--- src/rtl/ringtwist_pkg.sv ---
package ringtwist_pkg;

  typedef enum logic {
    MODE_SHIFT = 1'b0,
    MODE_LOAD  = 1'b1
  } ring_mode_e;

  typedef enum logic {
    FB_STRAIGHT = 1'b0,
    FB_TWISTED  = 1'b1
  } fb_kind_e;

  // Bit fed back into the leftmost stage from the rightmost stage's value.
  function automatic logic tail_feedback(input logic tail_bit, input fb_kind_e kind);
    return (kind == FB_TWISTED) ? ~tail_bit : tail_bit;
  endfunction

  // Value one stage takes on the next edge.
  function automatic logic stage_next(input logic rst, input ring_mode_e mode,
                                      input logic load_bit, input logic shift_bit,
                                      input logic cur_bit);
    logic nxt;
    nxt = cur_bit;
    if (rst)                    nxt = 1'b0;
    else if (mode == MODE_LOAD) nxt = load_bit;
    else                        nxt = shift_bit;
    return nxt;
  endfunction

endpackage

--- src/rtl/ring_feedback.sv ---
module ring_feedback
  import ringtwist_pkg::*;
(
  input  logic tail_bit,
  input  logic twist_sel,
  output logic head_bit
);

  always_comb begin
    head_bit = tail_feedback(tail_bit, fb_kind_e'(twist_sel));
  end

endmodule

--- src/rtl/ring_stage.sv ---
module ring_stage
  import ringtwist_pkg::*;
(
  input  logic clk,
  input  logic rst,
  input  logic load_mode,
  input  logic load_bit,
  input  logic shift_bit,
  output logic q
);

  logic q_next;

  always_comb begin
    q_next = stage_next(rst, ring_mode_e'(load_mode), load_bit, shift_bit, q);
  end

  always_ff @(posedge clk) begin
    q <= q_next;
  end

endmodule

--- src/rtl/ringtwist_counter.sv ---
module ringtwist_counter
  import ringtwist_pkg::*;
#(
  parameter int unsigned N = 4
) (
  input  logic         clk,
  input  logic         rst,
  input  logic         load_mode,
  input  logic         twist_sel,
  input  logic [N-1:0] load_val,
  output logic [N-1:0] stage_q
);

  localparam int unsigned HEAD = N - 1;
  localparam int unsigned TAIL = 0;

  // Named internal events for the assertions.
  logic         fb_bit;
  logic [N-1:0] shift_src;
  logic         shift_evt;
  logic         load_evt;

  assign shift_evt = !rst && (load_mode == MODE_SHIFT);
  assign load_evt  = !rst && (load_mode == MODE_LOAD);

  ring_feedback fb_i (
    .tail_bit (stage_q[TAIL]),
    .twist_sel(twist_sel),
    .head_bit (fb_bit)
  );

  generate
    for (genvar i = 0; i < N; i++) begin : g_stage
      if (i == HEAD) begin : g_head
        assign shift_src[i] = fb_bit;
      end else begin : g_body
        assign shift_src[i] = stage_q[i+1];
      end
      ring_stage st_i (
        .clk      (clk),
        .rst      (rst),
        .load_mode(load_mode),
        .load_bit (load_val[i]),
        .shift_bit(shift_src[i]),
        .q        (stage_q[i])
      );
    end
  endgenerate

  // reset wins over everything
  a_r1_reset_clears: assert property (@(posedge clk) rst |=> (stage_q == '0));

  // parallel load lands in one edge
  a_r2_parallel_load: assert property (@(posedge clk) disable iff (rst)
    load_evt |=> (stage_q == $past(load_val)));

  // right shift moves every non-head stage by one place
  a_r3_right_shift: assert property (@(posedge clk) disable iff (rst)
    shift_evt |=> (stage_q[N-2:0] == $past(stage_q[N-1:1])));

  // straight feedback copies the tail
  a_r4_straight_fb: assert property (@(posedge clk) disable iff (rst)
    (shift_evt && !twist_sel) |=> (stage_q[HEAD] == $past(stage_q[TAIL])));

  // twisted feedback inverts the tail
  a_r5_twisted_fb: assert property (@(posedge clk) disable iff (rst)
    (shift_evt && twist_sel) |=> (stage_q[HEAD] != $past(stage_q[TAIL])));

  // a straight shift preserves the number of ones
  a_r6_ones_kept: assert property (@(posedge clk) disable iff (rst)
    (shift_evt && !twist_sel) |=> ($countones(stage_q) == $countones($past(stage_q))));

endmodule

--- config.mk ---
export PLATFORM = sky130hd
export DESIGN_NAME = ringtwist_counter
export DESIGN_NICKNAME = d
export VERILOG_FILES = /design/src/rtl/ringtwist_pkg.sv /design/src/rtl/ring_feedback.sv /design/src/rtl/ring_stage.sv /design/src/rtl/ringtwist_counter.sv
export SDC_FILE = /design/constraint.sdc
export NUM_CORES = 1
export LEC_CHECK = 0
export BUFFER_PORTS_ARGS = -buffer_cell sky130_fd_sc_hd__buf_2
export CAP_MARGIN = 20
export CORE_AREA = 2 2 39 41
export CTS_CLUSTER_SIZE = 30
export DETAILED_ROUTE_END_ITERATION = 6
export DIE_AREA = 0 0 41 43
export HOLD_SLACK_MARGIN = 0.12
export PLACE_DENSITY_LB_ADDON = 0.08
export SETUP_SLACK_MARGIN = 0.4
export SYNTH_ARGS = -nofsm -noshare
export SYNTH_HDL_FRONTEND = slang
export SYNTH_SLANG_ARGS = --single-unit
--- constraint.sdc ---
create_clock -name clk -period 0.9 [get_ports clk]
set_input_delay 0.135 -clock clk [delete_from_list [all_inputs] [get_ports clk]]
set_output_delay 0.135 -clock clk [all_outputs]
set_load 0.02 [all_outputs]
# == Word-level counts from Yosys, hierarchy flattened ==
# Cells that the tools add are included.
# totals
elab_cells,10
mem_bits_ro,0
memories,0
latchBits,0
inputBits,8
reg_bits,4
ramBits,0
out_inout_bits,4
# classes
n_bitwise,1
n_mul,0
shifts,0
n_addsub,0
div_mod_pow,0
muxes,5
n_eq_ne,0
n_lt_le_gt_ge,0
n_reduce_logical,0
# op_table
op,n
$mux W1,5
$not A1 Y1,1

# == Depth between registers and ports, before layout ==
# logic_depth
word_depth,3
depth_mapped,3
mapped_depth_nobuf,2

# == Cells and area by module ==
# Synthesis repeated with hierarchy kept, for this count alone.
# unflattened
cells_unflattened,13
hier_area_um2,143.9
# modules_own_cells
mod,area_per_inst_um2,cells_per_inst,seq_area_each_um2,n_inst
ring_stage,33.8,3,20.0,4
ring_feedback,8.8,1,0.0,1

# == Least setup slack after synthesis ==
# OpenSTA, ideal clock, no wires.
# synth_path
kind,flip-flop to flip-flop
from,register g_stage[0].st_i.q
to,register g_stage[3].st_i.q
synth_period_minus_slack_ns,0.687
t_arrival_ns,0.607
t_required_ns,0.821
path_stages_with_launch,3
n_path_buf,0
slack_ns,0.213
path_cell_list,dfxtp_1 -> xnor2_1 -> a211oi_2
# synth_via
elab_chain_cells,3
# synth_rtl
item,line,source
"start, declared",ring_stage.sv:9,output logic q
"start signal, assigned",ring_stage.sv:19,q <= q_next;
$not A1 Y1,ringtwist_pkg.sv:15,return (kind == FB_TWISTED) ? ~tail_bit : tail_bit;
$mux W1 *,ringtwist_pkg.sv:15,
$mux W1 *,ringtwist_pkg.sv:25,else if (mode == MODE_LOAD) nxt = load_bit;
"end signal, assigned",ring_stage.sv:19,
"end, declared",ring_stage.sv:9,
# Every way passes the cells marked *; elsewhere a longest branch is shown, timed or not.
# A chain may end at the register's enable or synchronous reset.

# == Worst setup path after layout ==
# layout_path
from,register g_stage[0].st_i.q
to,output port stage_q[0]
# layout_lines
item,line,source
"end, declared",ringtwist_counter.sv:11,output logic [N-1:0] stage_q
# No word-level cell between the ends.

==> metrics.md <==
| Metric | Value |
|---|---|
| Worst VDD drop | 0.420 mV |
| Largest net degree at the start of global routing | 6 |
| Number of vias per cell | 3.30 |
| Area grow syn2layout | 47.4% |
| CP Cell Sequence | buf_6 |
| DR pass1 iterations | 2 |
| # IOs | 12 |
| Fraction of layout cells with a size suffix above 1 | 0.714 |
| DIE WIDTH | 41 um |
| Critical-path top delay cell | dfxtp_2 |
| Vias in the first global route | 159 |
| Top Family by Delay on Critical Path | flip-flops |
| Hold path depth | 2 |
| Initial antenna violation count | 0 |
| PwrDens | 1770 nW/um^2 |
| CTS buffer count | 3 |
| Synthesis-stage register bit count | 4 |
| Mapped Nets | 27 |
| Routability congestion estimate | 0.601 |
| Setup_tns | 0 ns |
| Worst flop-to-flop path startpoint | g_stage[0].st_i.q$_SDFF_PP0_ |
| 1st-iter DRT viols | 4 |
| Number of flip-flops under the largest register name | 4 |
| CTS H-tree depth | 1 |
| CP Max Fanout | 2 |
| CTS Buffer Depth | 2 |
| Total Routing Usage GR | 0.0561 |
| WS Path Type | flop to primary output |
| Fin crit share | 0.905 |
| Synth cell types | 9 |
| Tightest Pin Transition | 0.141 ns |
| Clock sinks | 4 |
| CP required | 0.76 ns |
| WL per Instance | 8.70 um |
| Number of synthesized flops with an enable pin | 0 |
| Die Area | 1760 um^2 |
| Critical Path Max Stage Delay | 0.33 ns |
| Synth top area cells | dfxtp_1 (41%), mux2i_1 (15%), buf_4 (15%) |
| DRC | 0 |
| Biggest register | g_stage.st_i.q |
| I/O Buffers | 11 |
| Stages on worst setup path | 1 |
| Clock latency on the worst-skew pair | 0.23 ns |
| Final Hold Viols | 0 |
| Grt total ovfl | 0 |
| Relative slew slack | 0.904 |
| Clock slew at reported path FFs | 0.04 ns |
| Syn avg cell area | 10.3 um^2 |
| Final setup violating endpoints | 0 |
| Max-cap violations | 0 |
| Crit. End Element | primary output |
| R2r worst-path depth | 2 |
| Critical Path End | stage_q[0] |
| Crit Reg-Reg Endpoint | g_stage[3].st_i.q$_SDFF_PP0_ |
| Status | finished, final reports clean |
| Setup Buffers After CTS | 0 |
| Worst R2R Setup Slack | 0.19 ns |
| Post-Route WL | 383 um |
| Final antenna-violating net count | 0 |
| N_diodes | 0 |
| Yosys warns | 0 |
| Commonest cells post-synth | buf_4 (4), dfxtp_1 (4), mux2i_1 (3), nor2_1 (3) |
| Core Util, Final | 0.208 |
| Final min period | 0.814 ns |
| Mapped Cells | 19 |
| CP startpoint kind | flop |
| Cell area after synthesis | 195 um^2 |
| Vias | 145 |
| First-pass GRT wire length | 558 um |
| Leak Pwr | 0.000140 uW |
| Core area | 1380 um^2 |
| Yosys top cell by area | dfxtp_1 |
| Final clock skew | 0.000997 ns |
| CP bufs+invs | 1 |
| Post-synth ARST share | 0 |
| Fmax | 1230 MHz |
| Top Registers | g_stage.st_i.q (4) |
| CTS tree | built |
| Unrepaired setup endpoints after global routing | yes |
| Root Buffer | clkbuf_4 |
| Fin. max-slew vios | 0 |
| Nets | 38 |
| Seq/Total Area, Yosys | 0.410 |
| Hold WC Path Type | input port to flop |
| Post-synth top flop | dfxtp_1 |
| Critical path origin | g_stage[0].st_i.q$_SDFF_PP0_ |
| Row count | 14 |
| Die H | 43 um |
| Synth top area share | 0.410 |
| Crit path DAT | 0.68 ns |
| Starting density of the core | 0.141 |
## placed cells by master, fill, tap and decap left out
| cell type | n |
|---|---|
| buf_6 | 4 |
| nor2b_4 | 1 |
| xnor2_1 | 1 |
| clkbuf_4 | 3 |
| inv_1 | 1 |
| buf_2 | 7 |
| a211oi_2 | 1 |
| nor2_1 | 3 |
| dfxtp_2 | 4 |
| mux2i_1 | 3 |
## repair_timing
item,CTS,global route
gates resized for setup,10,0
endpoints found under the hold margin,4,3
setup endpoints to repair,8,8
## report_power, final
part | total [uW] | switching, uW | leakage [uW] | internal [uW]
logic | 89.5 | 39.5 | 0.0000918 | 50.0
registers | 202 | 8.90 | 0.0000344 | 193
clock network | 219 | 69.8 | 0.0000138 | 149
total | 510 | 118 | 0.000140 | 392
## stage by stage
stage          cell area [um^2]  setup WS (ns)  instances  power [uW]  hold slack (ns)
5_1_grt                     288         0.0617         44         546           0.0985
6_report                    288         0.0855         44         510            0.102
2_1_floorplan               218          0.236         19         273            0.200
4_1_cts                     288         0.0728         44         527           0.0989
3_5_place_dp                238          0.192         41         278            0.355
3_3_place_gp                238          0.214         41         279            0.357
## final cells by class
type / instances / area (um^2)
Sequential cell: 4 / 85.1
Timing Repair Buffer: 11 / 80.1
Clock buffer: 3 / 22.5
Tap cell: 16 / 20.0
Multi-Input combinational cell: 9 / 76.3
Fill cell: 168 / 1100
Inverter: 1 / 3.75
## cell families after synthesis
| group | share of synthesized area |
|---|---|
| DFF | 0.410 |
| AOI/OAI and AO/OA | 0.0641 |
| muxes | 0.154 |
| xor gates and xnor gates | 0.0449 |
| buffers and inverters | 0.199 |
| and+or+nand+nor | 0.128 |
## worst min-delay path by stage
stage / from / end / slack (ns)
finish: rst / g_stage[3].st_i.q$_SDFF_PP0_ / 0.10
global route: rst / g_stage[3].st_i.q$_SDFF_PP0_ / 0.1
CTS: rst / g_stage[3].st_i.q$_SDFF_PP0_ / 0.1
detailed placement: rst / g_stage[3].st_i.q$_SDFF_PP0_ / 0.35
global placement: rst / g_stage[3].st_i.q$_SDFF_PP0_ / 0.36
floorplan: rst / g_stage[3].st_i.q$_SDFF_PP0_ / 0.20
## routing by layer
metal / GRT usage / up-vias / wire (um)
li1: - / 74 / -
met1: 0.0575 / 61 / 164
met2: 0.0531 / 8 / 163
met3: 0.0314 / 2 / 45
met4: 0.100 / 0 / 10
met5: 0 / - / 0
(Power assumes the default switching activity.)
